### config.mk
export PLATFORM = sky130hd
export DESIGN_NAME = flash_cmd_ctrl
export DESIGN_NICKNAME = d
export VERILOG_FILES = /design/src/rtl/flash_cmd_pkg.sv /design/src/rtl/flash_wr_strobe.sv /design/src/rtl/flash_stop_timer.sv /design/src/rtl/flash_cell_model.sv /design/src/rtl/flash_cmd_ctrl.sv
export SDC_FILE = /design/constraint.sdc
export NUM_CORES = 2
export LEC_CHECK = 0
export BUFFER_PORTS_ARGS = -buffer_cell sky130_fd_sc_hd__buf_4
export CAP_MARGIN = 25
export CORE_UTILIZATION = 42
export DETAILED_ROUTE_END_ITERATION = 16
export PLACE_DENSITY = 0.61
export SKIP_CTS_REPAIR_TIMING = 1
export SYNTH_ARGS = -nofsm -noshare
export SYNTH_HDL_FRONTEND = slang
export SYNTH_HIERARCHICAL = 1
export SYNTH_SLANG_ARGS = --single-unit
### constraint.sdc
create_clock -name clk -period 5.1 [get_ports clk]
set_input_delay 0.255 -clock clk [delete_from_list [all_inputs] [get_ports clk]]
set_output_delay 0.255 -clock clk [all_outputs]
set_load 0.005 [all_outputs]
### src/rtl/flash_cmd_pkg.sv
package flash_cmd_pkg;

  typedef enum logic [2:0] {
    ST_READ,
    ST_IDENT,
    ST_ERS_ARM,
    ST_ERASING,
    ST_ERS_CHECK,
    ST_PRG_ARM,
    ST_PROGRAMMING,
    ST_PRG_CHECK
  } mode_e;

  localparam logic [7:0] OP_READ    = 8'h00;
  localparam logic [7:0] OP_ERASE   = 8'h20;
  localparam logic [7:0] OP_ERS_VFY = 8'hA0;
  localparam logic [7:0] OP_PROG    = 8'h40;
  localparam logic [7:0] OP_PRG_VFY = 8'hC0;
  localparam logic [7:0] OP_IDENT   = 8'h90;
  localparam logic [7:0] OP_RESET   = 8'hFF;

  localparam logic [7:0] ERASED_BYTE = 8'hFF;

  // Programming can only clear bits of a cell.
  function automatic logic [7:0] prog_merge(input logic [7:0] old_b,
                                            input logic [7:0] new_b);
    return old_b & new_b;
  endfunction

  // Identifier byte chosen by the low address bit.
  function automatic logic [7:0] ident_byte(input logic sel_dev,
                                            input logic [7:0] mfg,
                                            input logic [7:0] dev);
    return sel_dev ? dev : mfg;
  endfunction

endpackage

### src/rtl/flash_wr_strobe.sv
module flash_wr_strobe #(
  parameter int ADDR_W = 6
) (
  input  logic              clk,
  input  logic              rst_n,
  input  logic              ce_n,
  input  logic              we_n,
  input  logic [ADDR_W-1:0] addr,
  input  logic [7:0]        din,
  output logic [ADDR_W-1:0] lat_addr,
  output logic [7:0]        cmd_data,
  output logic              cmd_vld
);

  logic strobe_n;
  logic s1, s2, s3;
  logic fall, rise;

  assign strobe_n = we_n | ce_n;
  assign fall     = s3 & ~s2;
  assign rise     = ~s3 & s2;

  always_ff @(posedge clk or negedge rst_n) begin
    if (!rst_n) begin
      s1       <= 1'b1;
      s2       <= 1'b1;
      s3       <= 1'b1;
      cmd_vld  <= 1'b0;
      lat_addr <= '0;
      cmd_data <= '0;
    end else begin
      s1      <= strobe_n;
      s2      <= s1;
      s3      <= s2;
      cmd_vld <= rise;
      if (fall) lat_addr <= addr;
      if (rise) cmd_data <= din;
    end
  end

  assert_addr_on_fall_R3: assert property (@(posedge clk) disable iff (!rst_n)
    fall |=> lat_addr == $past(addr));

  assert_data_on_rise_R4: assert property (@(posedge clk) disable iff (!rst_n)
    rise |=> (cmd_vld && cmd_data == $past(din)));

endmodule

### src/rtl/flash_stop_timer.sv
module flash_stop_timer #(
  parameter int LIMIT = 20
) (
  input  logic clk,
  input  logic rst_n,
  input  logic start,
  input  logic stop,
  output logic active,
  output logic fin,
  output logic tmo
);

  localparam int CW = $clog2(LIMIT + 1);

  logic [CW-1:0] cnt;
  logic          last;

  assign last = active && (cnt == CW'(LIMIT - 1));
  assign fin  = active && (stop || last);
  assign tmo  = last && !stop;

  always_ff @(posedge clk or negedge rst_n) begin
    if (!rst_n) begin
      active <= 1'b0;
      cnt    <= '0;
    end else if (start) begin
      active <= 1'b1;
      cnt    <= '0;
    end else if (fin) begin
      active <= 1'b0;
      cnt    <= '0;
    end else if (active) begin
      cnt <= cnt + 1'b1;
    end
  end

  assert_pulse_bounded_R8: assert property (@(posedge clk) disable iff (!rst_n)
    active |-> cnt < CW'(LIMIT));

  assert_tmo_ends_pulse_R8: assert property (@(posedge clk) disable iff (!rst_n)
    tmo |=> !active);

endmodule

### src/rtl/flash_cell_model.sv
module flash_cell_model
  import flash_cmd_pkg::*;
#(
  parameter int ADDR_W = 6
) (
  input  logic              clk,
  input  logic              rst_n,
  input  logic              erase_all,
  input  logic              prog_en,
  input  logic [ADDR_W-1:0] prog_addr,
  input  logic [7:0]        prog_data,
  input  logic [ADDR_W-1:0] rd_addr,
  output logic [7:0]        rd_data
);

  localparam int DEPTH = 1 << ADDR_W;

  logic [7:0] mem [DEPTH];

  always_ff @(posedge clk or negedge rst_n) begin
    if (!rst_n) begin
      for (int i = 0; i < DEPTH; i++) mem[i] <= ERASED_BYTE;
    end else if (erase_all) begin
      for (int i = 0; i < DEPTH; i++) mem[i] <= ERASED_BYTE;
    end else if (prog_en) begin
      mem[prog_addr] <= prog_merge(mem[prog_addr], prog_data);
    end
  end

  assign rd_data = mem[rd_addr];

  assert_one_array_op_R13: assert property (@(posedge clk) disable iff (!rst_n)
    !(erase_all && prog_en));

endmodule

### src/rtl/flash_cmd_ctrl.sv
module flash_cmd_ctrl
  import flash_cmd_pkg::*;
#(
  parameter int         ADDR_W      = 6,
  parameter int         ERASE_TICKS = 200,
  parameter int         PROG_TICKS  = 20,
  parameter logic [7:0] MFG_ID      = 8'h01,
  parameter logic [7:0] DEV_ID      = 8'hA1
) (
  input  logic              clk,
  input  logic              rst_n,
  input  logic              ce_n,
  input  logic              we_n,
  input  logic              oe_n,
  input  logic              hv_on,
  input  logic              id_sel,
  input  logic [ADDR_W-1:0] addr,
  input  logic [7:0]        dq_in,
  output logic [7:0]        dq_out,
  output logic              dq_oe,
  output logic              erase_pulse,
  output logic              prog_pulse,
  output logic              erase_tmo,
  output logic              prog_tmo
);

  // Named internal events, visible to the assertions below.
  logic [ADDR_W-1:0] lat_addr;
  logic [7:0]        cmd_data;
  logic              cmd_vld;
  logic              ers_start, ers_stop, ers_fin;
  logic              prg_start, prg_stop, prg_fin;
  logic              cap_ver, cap_prg;
  logic              erase_all, prog_en;

  mode_e             mode, nxt_mode, view_mode;
  logic              rst_armed, nxt_armed;
  logic [ADDR_W-1:0] ver_addr, prg_addr;
  logic [7:0]        prg_data;
  logic [ADDR_W-1:0] rd_addr;
  logic [7:0]        rd_data;
  logic              id_view;

  flash_wr_strobe #(.ADDR_W(ADDR_W)) u_strobe (
    .clk      (clk),
    .rst_n    (rst_n),
    .ce_n     (ce_n),
    .we_n     (we_n),
    .addr     (addr),
    .din      (dq_in),
    .lat_addr (lat_addr),
    .cmd_data (cmd_data),
    .cmd_vld  (cmd_vld)
  );

  // Mode decoding
  always_comb begin
    nxt_mode  = mode;
    nxt_armed = rst_armed;
    ers_start = 1'b0;
    ers_stop  = 1'b0;
    prg_start = 1'b0;
    prg_stop  = 1'b0;
    cap_ver   = 1'b0;
    cap_prg   = 1'b0;
    if (!hv_on) begin
      nxt_mode  = ST_READ;
      nxt_armed = 1'b0;
    end else if (cmd_vld) begin
      nxt_armed = 1'b0;
      case (mode)
        ST_ERS_ARM: begin
          if (cmd_data == OP_ERASE) begin
            nxt_mode  = ST_ERASING;
            ers_start = 1'b1;
          end else begin
            nxt_mode = ST_READ;
          end
        end
        ST_PRG_ARM: begin
          nxt_mode  = ST_PROGRAMMING;
          prg_start = 1'b1;
          cap_prg   = 1'b1;
        end
        ST_ERASING: begin
          ers_stop = 1'b1;
          if (cmd_data == OP_ERS_VFY) begin
            nxt_mode = ST_ERS_CHECK;
            cap_ver  = 1'b1;
          end else begin
            nxt_mode = ST_READ;
          end
        end
        ST_PROGRAMMING: begin
          prg_stop = 1'b1;
          nxt_mode = (cmd_data == OP_PRG_VFY) ? ST_PRG_CHECK : ST_READ;
        end
        default: begin
          case (cmd_data)
            OP_RESET: begin
              if (rst_armed) nxt_mode  = ST_READ;
              else           nxt_armed = 1'b1;
            end
            OP_READ:  nxt_mode = ST_READ;
            OP_ERASE: nxt_mode = ST_ERS_ARM;
            OP_PROG:  nxt_mode = ST_PRG_ARM;
            OP_IDENT: nxt_mode = ST_IDENT;
            OP_ERS_VFY: begin
              if (mode == ST_ERS_CHECK) cap_ver  = 1'b1;
              else                      nxt_mode = ST_READ;
            end
            default:  nxt_mode = ST_READ;
          endcase
        end
      endcase
    end
  end

  always_ff @(posedge clk or negedge rst_n) begin
    if (!rst_n) begin
      mode      <= ST_READ;
      rst_armed <= 1'b0;
      ver_addr  <= '0;
      prg_addr  <= '0;
      prg_data  <= '0;
    end else begin
      mode      <= nxt_mode;
      rst_armed <= nxt_armed;
      if (cap_ver) ver_addr <= lat_addr;
      if (cap_prg) begin
        prg_addr <= lat_addr;
        prg_data <= cmd_data;
      end
    end
  end

  // Stop timers, one per pulse type
  flash_stop_timer #(.LIMIT(ERASE_TICKS)) u_ers_timer (
    .clk    (clk),
    .rst_n  (rst_n),
    .start  (ers_start),
    .stop   (ers_stop | ~hv_on),
    .active (erase_pulse),
    .fin    (ers_fin),
    .tmo    (erase_tmo)
  );

  flash_stop_timer #(.LIMIT(PROG_TICKS)) u_prg_timer (
    .clk    (clk),
    .rst_n  (rst_n),
    .start  (prg_start),
    .stop   (prg_stop | ~hv_on),
    .active (prog_pulse),
    .fin    (prg_fin),
    .tmo    (prog_tmo)
  );

  // A pulse changes the array only when it ends with the voltage present.
  assign erase_all = ers_fin & hv_on;
  assign prog_en   = prg_fin & hv_on;

  flash_cell_model #(.ADDR_W(ADDR_W)) u_cells (
    .clk       (clk),
    .rst_n     (rst_n),
    .erase_all (erase_all),
    .prog_en   (prog_en),
    .prog_addr (prg_addr),
    .prog_data (prg_data),
    .rd_addr   (rd_addr),
    .rd_data   (rd_data)
  );

  // Read path
  assign view_mode = hv_on ? mode : ST_READ;
  assign id_view   = hv_on ? (mode == ST_IDENT) : id_sel;

  always_comb begin
    case (view_mode)
      ST_ERS_CHECK: rd_addr = ver_addr;
      ST_PRG_CHECK: rd_addr = prg_addr;
      default:      rd_addr = addr;
    endcase
  end

  assign dq_out = id_view ? ident_byte(addr[0], MFG_ID, DEV_ID) : rd_data;
  assign dq_oe  = ~ce_n & ~oe_n & we_n;

  // Assertions
  assert_hv_lockout_R1: assert property (@(posedge clk) disable iff (!rst_n)
    !hv_on |=> (!erase_pulse && !prog_pulse && mode == ST_READ));

  assert_erase_two_cycle_R2: assert property (@(posedge clk) disable iff (!rst_n)
    $rose(erase_pulse) |-> $past(mode == ST_ERS_ARM));

  assert_prog_two_cycle_R2: assert property (@(posedge clk) disable iff (!rst_n)
    $rose(prog_pulse) |-> $past(mode == ST_PRG_ARM));

  assert_erase_verify_stop_R6: assert property (@(posedge clk) disable iff (!rst_n)
    (hv_on && cmd_vld && mode == ST_ERASING) |=> !erase_pulse);

  assert_prog_verify_stop_R7: assert property (@(posedge clk) disable iff (!rst_n)
    (hv_on && cmd_vld && mode == ST_PROGRAMMING) |=> !prog_pulse);

  assert_single_pulse_R13: assert property (@(posedge clk) disable iff (!rst_n)
    !(erase_pulse && prog_pulse));

endmodule

==> out/summary.txt <==
Status: finished, final reports clean
Worst flop-to-flop path startpoint: mode[2]
Die area: 85,900 µm²
Number of optimization iterations in the first detailed-route pass: 7
CTS Buffer Depth: 3
Antenna violations before repair: 11
Residual DRC count: 0
Clock tree from TritonCTS: yes
Placed standard-cell area: 37,200 µm²
Synth unique cells: 91
Capture instance of the worst register-to-register path: u_cells/mem[217]
FF-to-FF setup slack: 0.68 ns
Post-synthesis to final-layout area growth: 12.0%
Crit path time final: 4.95 ns
Vias in the first global route: 30.7k
Data required, critical path: 4.85 ns
Slew at the pin closest to its max-slew limit: 1.20 ns
Cell types with the largest area share after synthesis: sky130_fd_sc_hd__dfstp_2 (38%), sky130_fd_sc_hd__mux4_2 (10%), sky130_fd_sc_hd__a211oi_1 (8.1%)
Startpoint of the worst setup timing path: mode[2]
Max stage delay on crit path: 0.60 ns
Clock Skews: 0.0298 ns
Total Power: 11.6 mW
Number of sinks driven by the clock tree: 569
Maximum clock frequency: 202 MHz
Setup TNS: 0 ns
Root Driver: sky130_fd_sc_hd__clkbuf_16
Number of vias per cell: 7.13
Sum of routed wire length over all layers: 157 mm
Max-capacitance violation count: 0
Total placed cells including tap cells: 4,465
Fin area: 39,800 µm²
Power density over the cells: 290 nW/µm²
Critical Path, Cell by Cell: nand2_1 > nor2_1 > a22oi_1 > o21ai_4 > buf_12 > buf_12 > mux4_2 > mux2i_1 > nand2_1 > o21ai_0 > a211oi_1 > a221o_1 > nand2b_1 > buf_4
CP Max Fanout: 33
CP Data Arrival Time: 4.69 ns
Final Max Tran Viols: 0
Die outline width: 293 µm
I/O pin cnt: 34
Number of stages on the worst hold path: 2
Wire length of the first global-routing pass: 227 mm
Proportion of synthesized chip area in sequential cells: 41.8%
Hold Path Origin: addr[0]
H-tree levels: 3
Class of the most critical hold timing path: in2reg
Setup repair after global routing missed its margin: false
Vertical die dimension: 293 µm
Final hold violation count: 0
Library cell occupying the most area in the post-synthesis netlist: sky130_fd_sc_hd__dfstp_2
Fraction of layout instances using a drive strength above 1: 33.4%
Number of design-rule violations left by the first detailed-router iteration: 5,432
RePlAce Congestion: 1.03
Slew Limit Headroom: 20.3%
Cell Rows: 106
Peak supply drop: 0.310 mV
Final net count: 3,446
Critical path class: reg2out
Post-synth EDFFs: 0
Clock buffers created by TritonCTS: 68
Setup-violating endpoint count in the final report: 0
Starting Density: 42.5%
Number of cells in the finished layout apart from fillers: 4,614
Pin count of the biggest net entering global routing: 158
Post-placement worst setup slack: 0.615 ns
Asr flop ratio synth: 100%
CP Launch Type: register
Detailed-route via count: 32.9k
Number of synthesized register bits: 569
Share of the clock period used by the worst path after layout: 97.0%
Endpoint of the worst hold path: u_strobe/lat_addr[0]
Post-synthesis instance area: 35,600 µm²
Leakage Power: 14.3 nW
Synth Net Count: 3,550
Clock insertion delay at the later pin of the skew report: 0.64 ns
Top flip-flop cell by instance count after synthesis: sky130_fd_sc_hd__dfstp_2
Core region area: 83,700 µm²
Most used standard cell by instance count after synthesis: sky130_fd_sc_hd__dfstp_2
Remaining global-route overflow: 0
Synthesized area divided by synthesized cell count: 10.1 µm²
Library cell contributing the largest single delay on the critical path: sky130_fd_sc_hd__dfrtp_1
Path depth of the worst reg2reg path: 9
Warnings, synthesis: 6
Global-route usage over all layers: 36.0%
Number of fill cells: 7,737
Area share of the largest cell type after synthesis: 38.0%
Worst setup EP type: primary output
Synth top cells by count: sky130_fd_sc_hd__dfstp_2 (515), sky130_fd_sc_hd__a21oi_1 (465), sky130_fd_sc_hd__a211oi_1 (385)
Placed wire-length estimate: 105 mm
Post-synthesis instance total: 3,527
Final worst-path setup slack: 0.154 ns
Quantity of I/O buffers inserted on ports: 33
Clk pin slew, worst setup/hold paths: 0.06 ns
Routed length per instance: 34.1 µm
Antenna-violating nets left: 0
critical path: cells and delay by family, from the launching register on:
kind | cells | cell delay, ns
compound gates | 5 | 1.04
buf+inv | 3 | 0.60
flops | 1 | 0.60
mux | 2 | 0.88
simple gates | 4 | 0.90
cell type report:
| class | count | area, µm² | area share, % |
|---|---|---|---|
| multi-input combinational | 2549 | 19100 | 48.0 |
| sequential | 569 | 14900 | 37.4 |
| clock buffer | 102 | 2010 | 5.05 |
| timing repair buffer | 214 | 1960 | 4.91 |
| tap | 1134 | 1420 | 3.56 |
| clock inverter | 23 | 348 | 0.873 |
| inverter | 21 | 78.8 | 0.198 |
| antenna | 2 | 5.00 | 0.0126 |
routing by layer:
metal,share of wire (%),global-route usage [%],routed length (µm)
met1,38,48.3,60200
met2,42,50.9,65400
met3,13,11.8,20700
met4,6.8,20.6,10700
met5,0.059,0,92
state kept, by name, summed over array words and instances (netlist names):
register	cells
u_prg_timer/active	1
u_strobe/s3	1
mode	3
u_cells/mem	512
rst_armed	1
u_ers_timer/cnt	8
u_strobe/s1	1
u_strobe/cmd_data	8
u_ers_timer/active	1
u_prg_timer/cnt	5
u_strobe/s2	1
u_strobe/cmd_vld	1
u_strobe/lat_addr	6
ver_addr	6
prg_data	8
prg_addr	6
stage by stage:
step / utilization, % / hold slack [ns]
2_1_floorplan: - / -0.0406
3_3_place_gp: 44.5 / 0.330
3_5_place_dp: 44.5 / 0.326
4_1_cts: 47.3 / -0.345
5_1_grt: 47.6 / 0.0107
6_report: 47.6 / 0.0285
logic make-up (layout without fill, tap and decap cells):
group,after synthesis,in the layout,synth area share (%)
other,0,2,0
and+or+nand+nor,997,997,15.2
muxes,269,269,13.7
xor gates and xnor gates,1,1,0.0246
adders and majority gates,3,3,0.0985
AOI/OAI and AO/OA,1279,1279,24.2
DFF,569,569,41.8
buffers and inverters,409,360,4.99
how the worst max path moves through the flow:
stage,end,cells past startpoint
6_report,dq_out[0],14
5_1_grt,dq_out[0],14
4_1_cts,dq_out[7],10
3_5_place_dp,dq_out[0],12
3_3_place_gp,dq_out[7],10
2_1_floorplan,dq_out[5],13
report_power, final:
group	switching (mW)	total, mW	internal [mW]
Combinational	0.571	1.13	0.561
Clock	2.12	5.18	3.06
Sequential	0.322	5.25	4.93
placed cells by master (no fill, tap or decap), types with 35 or more instances in the layout:
cell type                   instances
sky130_fd_sc_hd__o21bai_1          49
sky130_fd_sc_hd__a22oi_1          120
sky130_fd_sc_hd__nor3_1           137
sky130_fd_sc_hd__dfstp_2          515
sky130_fd_sc_hd__a211oi_1         384
sky130_fd_sc_hd__nor2_1           257
sky130_fd_sc_hd__nand2_1           70
sky130_fd_sc_hd__and3_1           123
sky130_fd_sc_hd__dfrtp_1           46
sky130_fd_sc_hd__mux2_2            47
sky130_fd_sc_hd__clkbuf_16         69
sky130_fd_sc_hd__mux4_2           161
sky130_fd_sc_hd__a221oi_1          46
sky130_fd_sc_hd__mux2i_1           41
sky130_fd_sc_hd__o22ai_1           35
sky130_fd_sc_hd__a21oi_2           35
sky130_fd_sc_hd__a21oi_1          465
sky130_fd_sc_hd__buf_4            171
sky130_fd_sc_hd__nor2b_1          228
Power figures use the tool's default switching activity.
